$ cat src/rtl/padco_pkg.sv
package padco_pkg;
  // pad covering tower (tx,ty) in a layer at position k of its group
  function automatic int pad_index(input int tx, input int ty, input int k, input int pad_x);
    int px;
    int py;
    px = (tx + (k & 1)) >> 1;
    py = (ty + ((k >> 1) & 1)) >> 1;
    return py * pad_x + px;
  endfunction
endpackage

$ cat src/rtl/padco_layer_map.sv
module padco_layer_map #(
  parameter int TWR_X = 4,
  parameter int TWR_Y = 4,
  parameter int POS   = 0,
  localparam int PAD_X = TWR_X / 2 + 1,
  localparam int PAD_Y = TWR_Y / 2 + 1,
  localparam int PADS  = PAD_X * PAD_Y,
  localparam int N_TWR = TWR_X * TWR_Y
) (
  input  logic [PADS-1:0]  pads_i,
  output logic [N_TWR-1:0] twr_hit_o
);
  for (genvar ty = 0; ty < TWR_Y; ty++) begin : g_row
    for (genvar tx = 0; tx < TWR_X; tx++) begin : g_col
      localparam int PI = padco_pkg::pad_index(tx, ty, POS, PAD_X);
      assign twr_hit_o[ty*TWR_X+tx] = pads_i[PI];
    end
  end
endmodule

$ cat src/rtl/padco_quad_vote.sv
module padco_quad_vote #(
  parameter int N_TWR    = 16,
  parameter int N_LYR    = 4,
  parameter int MAJORITY = 3,
  localparam int CNT_W   = $clog2(N_LYR + 1)
) (
  input  logic [N_LYR*N_TWR-1:0] lyr_hit_i,
  output logic [N_TWR-1:0]       ok_o
);
  for (genvar t = 0; t < N_TWR; t++) begin : g_twr
    logic [CNT_W-1:0] cnt;
    always_comb begin
      cnt = '0;
      for (int l = 0; l < N_LYR; l++)
        cnt = cnt + CNT_W'(lyr_hit_i[l*N_TWR+t]);
    end
    assign ok_o[t] = (int'(cnt) >= MAJORITY);
  end
endmodule

$ cat src/rtl/padco_pick.sv
module padco_pick #(
  parameter int TWR_X = 4,
  parameter int TWR_Y = 4,
  localparam int N_TWR = TWR_X * TWR_Y,
  localparam int TWR_W = $clog2(N_TWR)
) (
  input  logic [N_TWR-1:0] fire_i,
  output logic             any_o,
  output logic             multi_o,
  output logic [TWR_W-1:0] idx_o,
  output logic [TWR_Y-1:0] band_o
);
  always_comb begin
    idx_o = '0;
    for (int t = N_TWR - 1; t >= 0; t--)
      if (fire_i[t]) idx_o = TWR_W'(t);
  end

  assign any_o   = |fire_i;
  assign multi_o = |(fire_i & (fire_i - N_TWR'(1)));

  // row of the winner selects the strip band
  for (genvar r = 0; r < TWR_Y; r++) begin : g_band
    assign band_o[r] = any_o && (int'(idx_o) / TWR_X == r);
  end
endmodule

$ cat src/rtl/padco_trigger.sv
module padco_trigger #(
  parameter int TWR_X      = 4,
  parameter int TWR_Y      = 4,
  parameter int N_QUAD     = 2,
  parameter int LYR_PER_Q  = 4,
  parameter int MAJORITY   = 3,
  localparam int N_LAYER   = N_QUAD * LYR_PER_Q,
  localparam int PAD_X     = TWR_X / 2 + 1,
  localparam int PAD_Y     = TWR_Y / 2 + 1,
  localparam int PADS      = PAD_X * PAD_Y,
  localparam int N_TWR     = TWR_X * TWR_Y,
  localparam int TWR_W     = $clog2(N_TWR)
) (
  input  logic                    clk_i,
  input  logic                    rst_ni,
  input  logic                    bx_strobe_i,
  input  logic [N_LAYER*PADS-1:0] pad_hits_i,
  output logic                    valid_o,
  output logic [TWR_W-1:0]        tower_idx_o,
  output logic                    multi_o,
  output logic [TWR_Y-1:0]        band_sel_o
);
  logic [N_QUAD-1:0][N_TWR-1:0] quad_ok;
  logic [N_TWR-1:0]             fire;

  for (genvar q = 0; q < N_QUAD; q++) begin : g_quad
    logic [LYR_PER_Q*N_TWR-1:0] lyr_hit;
    for (genvar k = 0; k < LYR_PER_Q; k++) begin : g_lyr
      padco_layer_map #(
        .TWR_X(TWR_X), .TWR_Y(TWR_Y), .POS(k)
      ) i_map (
        .pads_i   (pad_hits_i[(q*LYR_PER_Q+k)*PADS +: PADS]),
        .twr_hit_o(lyr_hit[k*N_TWR +: N_TWR])
      );
    end
    padco_quad_vote #(
      .N_TWR(N_TWR), .N_LYR(LYR_PER_Q), .MAJORITY(MAJORITY)
    ) i_vote (
      .lyr_hit_i(lyr_hit),
      .ok_o     (quad_ok[q])
    );
  end

  always_comb begin
    fire = '1;
    for (int q = 0; q < N_QUAD; q++) fire = fire & quad_ok[q];
  end

  logic             any_d, multi_d;
  logic [TWR_W-1:0] idx_d;
  logic [TWR_Y-1:0] band_d;

  padco_pick #(.TWR_X(TWR_X), .TWR_Y(TWR_Y)) i_pick (
    .fire_i (fire),
    .any_o  (any_d),
    .multi_o(multi_d),
    .idx_o  (idx_d),
    .band_o (band_d)
  );

  always_ff @(posedge clk_i or negedge rst_ni) begin
    if (!rst_ni) begin
      valid_o     <= 1'b0;
      multi_o     <= 1'b0;
      tower_idx_o <= '0;
      band_sel_o  <= '0;
    end else if (bx_strobe_i) begin
      valid_o     <= any_d;
      multi_o     <= multi_d;
      tower_idx_o <= idx_d;
      band_sel_o  <= band_d;
    end else begin
      valid_o    <= 1'b0;
      multi_o    <= 1'b0;
      band_sel_o <= '0;
    end
  end
endmodule

$ cat config.mk
export PLATFORM = sky130hd
export DESIGN_NAME = padco_trigger
export DESIGN_NICKNAME = d
export VERILOG_FILES = /design/src/rtl/padco_pkg.sv /design/src/rtl/padco_layer_map.sv /design/src/rtl/padco_quad_vote.sv /design/src/rtl/padco_pick.sv /design/src/rtl/padco_trigger.sv
export SDC_FILE = /design/constraint.sdc
export NUM_CORES = 1
export LEC_CHECK = 0
export ABC_AREA = 1
export BUFFER_PORTS_ARGS = -buffer_cell sky130_fd_sc_hd__buf_2
export CAP_MARGIN = 20
export CORE_AREA = 2 2 89 91
export CTS_BUF_LIST = sky130_fd_sc_hd__clkbuf_16
export DETAILED_ROUTE_END_ITERATION = 16
export DIE_AREA = 0 0 91 93
export HOLD_SLACK_MARGIN = 0.06
export PLACE_DENSITY = 0.67
export SLEW_MARGIN = 20
export SYNTH_ARGS = -nofsm -noshare
export SYNTH_HDL_FRONTEND = slang
export SYNTH_SLANG_ARGS = --single-unit
$ cat constraint.sdc
create_clock -name clk_i -period 1.2 [get_ports clk_i]
set_input_delay 0.06 -clock clk_i [delete_from_list [all_inputs] [get_ports clk_i]]
set_output_delay 0.06 -clock clk_i [all_outputs]
set_load 0.01 [all_outputs]
==> results of run 1 <==
## layout by cell type, fill, tap and decap left out, types with 3 or more instances in the layout
| cell | count |
|---|---|
| o21ai_0 | 3 |
| buf_2 | 50 |
| nor3b_2 | 4 |
| buf_8 | 5 |
| inv_2 | 33 |
| ha_4 | 24 |
| o22ai_4 | 3 |
| buf_4 | 58 |
| nand2_1 | 39 |
| ha_1 | 40 |
| inv_4 | 5 |
| o21ai_2 | 6 |
| nand2_2 | 11 |
| o22ai_2 | 5 |
| dfrtp_1 | 10 |
| nor2_1 | 23 |
| nand3_1 | 4 |
| o21ai_4 | 3 |
| fa_2 | 22 |
| o21ai_1 | 4 |
| o21bai_1 | 4 |
| nor2_2 | 6 |
| buf_6 | 16 |
| nor2_4 | 4 |
| nor3b_4 | 5 |
| clkbuf_16 | 3 |
| fa_1 | 10 |
| inv_1 | 75 |
## what timing repair did
| item | in CTS | in global routing |
|---|---|---|
| hold buffers | 1 | 0 |
| endpoints found under the hold margin | 10 | 0 |
| pin swaps | 31 | 12 |
| resized for setup | 67 | 24 |
| setup buffers | 11 | 3 |
| endpoints found under the setup margin | 10 | 10 |
## final timing paths
kind | startpoint | to | slack (ns) | cells after the start
min in group asynchronous | rst_ni | tower_idx_o[3] | 0.22 | 2
worst max register to register | tower_idx_o[2] | tower_idx_o[2] | 0.59 | 2
worst max-delay path | pad_hits_i[9] | multi_o | -1.07 | 19
max in group asynchronous | rst_ni | band_sel_o[0] | 0.80 | 2
worst min register to register | tower_idx_o[0] | tower_idx_o[0] | 0.47 | 2
worst min-delay path | bx_strobe_i | multi_o | 0.1 | 3
## cell type report
cell class / count / area [um^2] / share of cell area
repair buffers: 130 / 951 / 0.204
multi-input cells: 239 / 2800 / 0.601
well taps: 102 / 128 / 0.0274
flip-flops and latches: 10 / 250 / 0.0538
clock buffers: 3 / 75.1 / 0.0161
inverters: 116 / 452 / 0.0971
## power by group
part	internal, mW	leakage, nW	switching (mW)
registers	0.440	0.130	0.0332
clock network	0.430	0.0370	0.138
logic	1.57	2.38	1.56
total	2.44	2.54	1.73
## metal layers
metal	vias to the layer above	GRT usage
li1	1370	-
met1	1251	0.201
met2	60	0.331
met3	18	0.0129
met4	0	0.0707
met5	-	0
## flip-flops by register name (all words and copies together) (netlist names)
signal / count
valid_o: 1
multi_o: 1
band_sel_o: 4
tower_idx_o: 4
## per-stage QoR
step                       util  setup TNS, ns  area [um^2]  cells
after floorplan               -          -7.60         3210    365
after global placement    0.537         -10.99         4040    582
after detailed placement  0.537         -11.30         4040    582
after CTS                 0.601          -8.37         4520    597
after global routing      0.618          -9.81         4650    600
final                     0.618          -8.57         4650    600
## worst register-to-register path: cells and delay by family, from the launching register on
family	cells	cell delay [ns]
compound gates	1	0.06
simple gates	1	0.08
flops	1	0.36
## Yosys cell counts, drive strengths merged
| library cell | instances |
|---|---|
| o31ai | 1 |
| dfrtp | 10 |
| inv | 114 |
| a21o | 1 |
| clkinv | 2 |
| or2 | 3 |
| fa | 32 |
| ha | 64 |
| a21oi | 4 |
| nor3 | 1 |
| o21ai | 16 |
| o211ai | 1 |
| a31oi | 1 |
| o22ai | 8 |
| nand2 | 51 |
| nor2 | 33 |
| nor3b | 11 |
| nand3 | 6 |
| o21bai | 4 |
| nand4 | 2 |
## cells by family (layout without fill, tap and decap cells)
family / count (synthesis) / after routing / synth area share
buf+inv: 116 / 249 / 0.148
simple gates: 107 / 107 / 0.178
fa+ha+maj: 96 / 96 / 0.491
compound gates: 36 / 36 / 0.0975
flops: 10 / 10 / 0.0852
==> flow_summary.yaml, run 1 <==
clocking:
  cts.clk_slew.worst_paths_ns: 0.04
  cts_tree: "yes"
  cts_buffer_depth: 2
  cts-root-buf: "clkbuf_16"
  clk_latency_ns: 0.23
  cts.sinks: 10
  cts_buffers: 3
  cts_htree_levels: 1
routing:
  route.met3.wl_um: 219
  drt-vias-per-instance: 4.50
  vias: 2699
  drtPass1Iterations: 4
  ant_nets: 0
  wl_um: 7030
  highest_layer: "met4"
  met1_length_um: 2830
  drc: 0
  drtIter0Drc: 84
  met2_length_um: 3760
  wl_per_cell_um: 11.7
floorplan:
  die_h_um: 93
  core_um2: 7530
  num_rows: 32
  die_x_um: 91
  io_pins: 85
  dieArea_um2: 8460
  initial_core_util: 0.390
global_routing:
  grt_pass1_vias: 2861
  antenna_found_initial: 0
  grt_max_degree: 11
  track_usage: 0.174
  overflow: 0
  grt_pass1_wl_um: 12100
cells_and_area:
  diodes: 0
  final_layout_size_suffix_gt1_frac: 0.544
  area_growth_pct: 58.3
  final.fill_count: 653
  nets: 671
worst_setup_path:
  cp-start-kind: "input port"
  arrival_ns: 2.40
  required_ns: 1.33
  cp-end-kind: "flop"
  critPathMaxStageDelay_ns: 0.37
  cpMostUsedCell: "inv_2"
  cp_slowest_cell: "fa_2"
  crit_fanout: 3
  critPathBufInv: 5
  worstPathCellList: "buf_2, ha_4, inv_2, fa_2, inv_2, ha_1, nor3b_2, o22ai_2, nand2_2, nor2_4, nand2_2, inv_2, nand2_1, nor2_1, o21ai_1, nor2_1, nand3_1, nand2_1, inv_1"
  crit_type: "in -> reg"
  crit_family: "simple AND/OR/NAND/NOR gates"
run_status:
  status: "complete, but fails checks"
  violations: "setup timing"
synth:
  ys_warn_count: 0
  yosysUniqueCellTypes: 31
  synthesis.instances: 365
  synth_top_area_share: 0.273
  synth_seq_cells: 10
  syn_area_um2: 2940
  synth_area_leaders: "ha_1, fa_1, inv_1"
  synth_area_per_cell_um2: 8.05
  syn_nets: 536
  yosysSeqAreaShare: 0.0852
  yosysTopAreaCell: "ha_1"
timing:
  tightest_slew_ns: 0.354
  post-route-min-period_ns: 2.27
  finClkSkew_ns: 0
  rsz0062_at_grt: "true"
  hold_violations: 0
  min_period_over_period: 1.90
  timing.hold.ws_ns: 0.0954
  finalSetupViolCount: 10
  fmax_mhz: 440
  slew_viol_final: 0
  setup_slack_ns: -1.07
  maxSlewHeadroom: 0.763
pwr:
  p_leak_nw: 2.54
  irDropWorstVdd_mv: 0.447
  powerDensity_nw_per_um2: 897
  power_mw: 4.17
hold_path:
  hold_path.class: "in -> reg"
placed_design:
  hpwl_um: 5890
  dp_worst_setup_slack_ns: -1.36
  port_buffers: 62
  routabilityCongestion: 0.851
flow_run:
  maxCapViolCount: 0
No activity file was read; power rests on OpenSTA's default activity.
==> inputs of run 2 (changes only) <==
- ABC_AREA: 1 -> default
- ABC_CLOCK_PERIOD_IN_PS: default -> 1200
- CORE_AREA: 2 2 89 91 -> 2 2 87 89
- DIE_AREA: 0 0 91 93 -> 0 0 89 91
- PLACE_DENSITY: 0.67 -> 0.68
==> flow_summary.yaml, run 2 <==
run_status:
  status: "complete, but fails checks"
  violations: "setup timing"
pwr:
  power_mw: 4.03
  powerDensity_nw_per_um2: 872
  pwr-share-seq: 0.117
  cellInternalPower_mw: 2.47
  p_leak_nw: 2.41
  swShare: 0.386
  switchingPower_mw: 1.56
  irDropWorstVdd_mv: 0.480
  p_comb_frac: 0.741
  clockPowerShare: 0.142
clocking:
  clk_latency_ns: 0.23
  cts_tree: "yes"
  cts.sinks: 10
  cts.clk_slew.worst_paths_ns: 0.04
  cts_buffers: 3
  cts-root-buf: "clkbuf_16"
  cts_htree_levels: 1
  cts_buffer_depth: 2
timing:
  maxSlewHeadroom: 0.791
  finClkSkew_ns: 0
  setup_slack_ns: -1.26
  rsz0062_at_grt: "true"
  post-route-min-period_ns: 2.46
  min_period_over_period: 2.05
  tightest_slew_ns: 0.313
  slew_viol_final: 0
  finalSetupViolCount: 10
  hold_violations: 0
  fmax_mhz: 407
cells_and_area:
  final_layout_size_suffix_gt1_frac: 0.603
  final.fill_count: 599
  top_regs: "band_sel_o x4, tower_idx_o x4"
  area_growth_pct: 64.9
  final_area_um2: 4620
  nets: 621
  final_cell_mix: "buf_4, inv_1, buf_2"
  diodes: 0
  fin_cells: 547
  final_common_cell: "buf_4"
synth:
  synth_enable_flop_cells: 0
  synthTopCellsByCount: "inv_1, ha_1, fa_1"
  synthesis.instances: 300
  synth_area_leaders: "ha_1, fa_1, inv_1"
  synth_top_area_share: 0.286
  synth_ff_type: "dfrtp_1"
  yosysTopAreaCell: "ha_1"
  async_flop_share: 1.00
  ys_warn_count: 0
  synth_area_per_cell_um2: 9.34
  synth.most_common_cell: "inv_1"
  yosysSeqAreaShare: 0.0893
  yosysUniqueCellTypes: 36
  synth_seq_cells: 10
  syn_nets: 471
  syn_area_um2: 2800
worst_setup_path:
  cp-start-kind: "input port"
  crit_type: "in -> reg"
  arrival_ns: 2.56
  required_ns: 1.31
  crit_fanout: 2
  cp-end-kind: "flop"
routing:
  drt-vias-per-instance: 4.71
  drtPass1Iterations: 4
  wl_per_cell_um: 12.9
  drc: 0
  drtIter0Drc: 59
  vias: 2579
  ant_nets: 0
  wl_um: 7030
global_routing:
  antenna_found_initial: 0
  track_usage: 0.173
  grt_max_degree: 16
  overflow: 0
  grt_pass1_wl_um: 11400
  grt_pass1_vias: 2678
hold_path:
  hold_path.class: "in -> reg"
floorplan:
  die_x_um: 89
  die_h_um: 91
  dieArea_um2: 8100
  initial_core_util: 0.393
  num_rows: 31
  core_um2: 7140
  io_pins: 85
placed_design:
  hpwl_um: 5630
  place_inst: 521
  port_buffers: 62
  routabilityCongestion: 0.822
  postPlaceCellArea_um2: 3870
flow_run:
  maxCapViolCount: 0
## run 2: critical path, stage by stage
cell and delay, ns:
buf_4 0.14, ha_4 0.26, inv_2 0.04, buf_4 0.13
fa_2 0.31, inv_1 0.06, ha_1 0.23, nor2b_4 0.13
o22a_1 0.21, nor2_2 0.14, a21oi_1 0.11, o21ai_1 0.17
o2111ai_1 0.15, o41a_1 0.43
## run 2: logic make-up after synthesis
group / Yosys count / share of synthesized area
flops: 10 / 0.0893
simple gates: 65 / 0.146
buf+inv: 84 / 0.113
fa+ha+maj: 97 / 0.518
compound gates: 44 / 0.134
## run 2: final timing paths
kind / startpoint / endpoint / cells after the start / slack [ns]
setup / recovery: pad_hits_i[40] / multi_o / 14 / -1.26
min in group asynchronous: rst_ni / tower_idx_o[0] / 2 / 0.21
max in group asynchronous: rst_ni / band_sel_o[2] / 2 / 0.81
setup reg to reg: tower_idx_o[0] / tower_idx_o[0] / 3 / 0.34
hold reg to reg: tower_idx_o[3] / tower_idx_o[3] / 2 / 0.50
hold / removal: bx_strobe_i / tower_idx_o[1] / 3 / 0.19
## run 2: cell type report
| cell class | count | area, um^2 | share of cell area |
|---|---|---|---|
| well taps | 99 | 124 | 0.0268 |
| multi-input cells | 206 | 2800 | 0.607 |
| flip-flops and latches | 10 | 250 | 0.0542 |
| repair buffers | 146 | 1040 | 0.226 |
| inverters | 83 | 325 | 0.0704 |
| clock buffers | 3 | 75.1 | 0.0162 |
## run 2: per-stage QoR
| stage | hold slack, ns | worst slack [ns] | util | setup TNS, ns |
|---|---|---|---|---|
| after floorplan | -0.236 | -1.29 | - | -8.05 |
| after global placement | -0.0775 | -1.50 | 0.543 | -11.63 |
| after detailed placement | -0.0752 | -1.56 | 0.543 | -12.19 |
| after CTS | 0.185 | -1.17 | 0.611 | -8.72 |
| after global routing | 0.221 | -1.34 | 0.647 | -9.77 |
| final | 0.188 | -1.26 | 0.647 | -8.84 |
## run 2: power by group through the flow
stage / sequential [mW] / clock (mW) / combinational [mW]
floorplan: 0.535 / 0 / 1.34
global placement: 0.478 / 0 / 2.17
detailed placement: 0.478 / 0 / 2.26
CTS: 0.476 / 0.575 / 2.64
global route: 0.488 / 0.587 / 3.31
finish: 0.473 / 0.571 / 2.98
## run 2: repair_timing
action | 4_1_cts | 5_1_grt
pin swaps | 38 | 31
hold endpoints to repair | 10 | 0
resized for setup | 61 | 54
setup endpoints to repair | 10 | 10
hold buffers | 1 | 0
setup buffers | 18 | 7
## run 2: metal layers
layer,vias to the layer above,GRT usage,share of wire
li1,1281,-,-
met1,1233,0.216,0.42
met2,54,0.320,0.54
met3,11,0.00727,0.029
met4,0,0.0410,0.016
met5,-,0,0
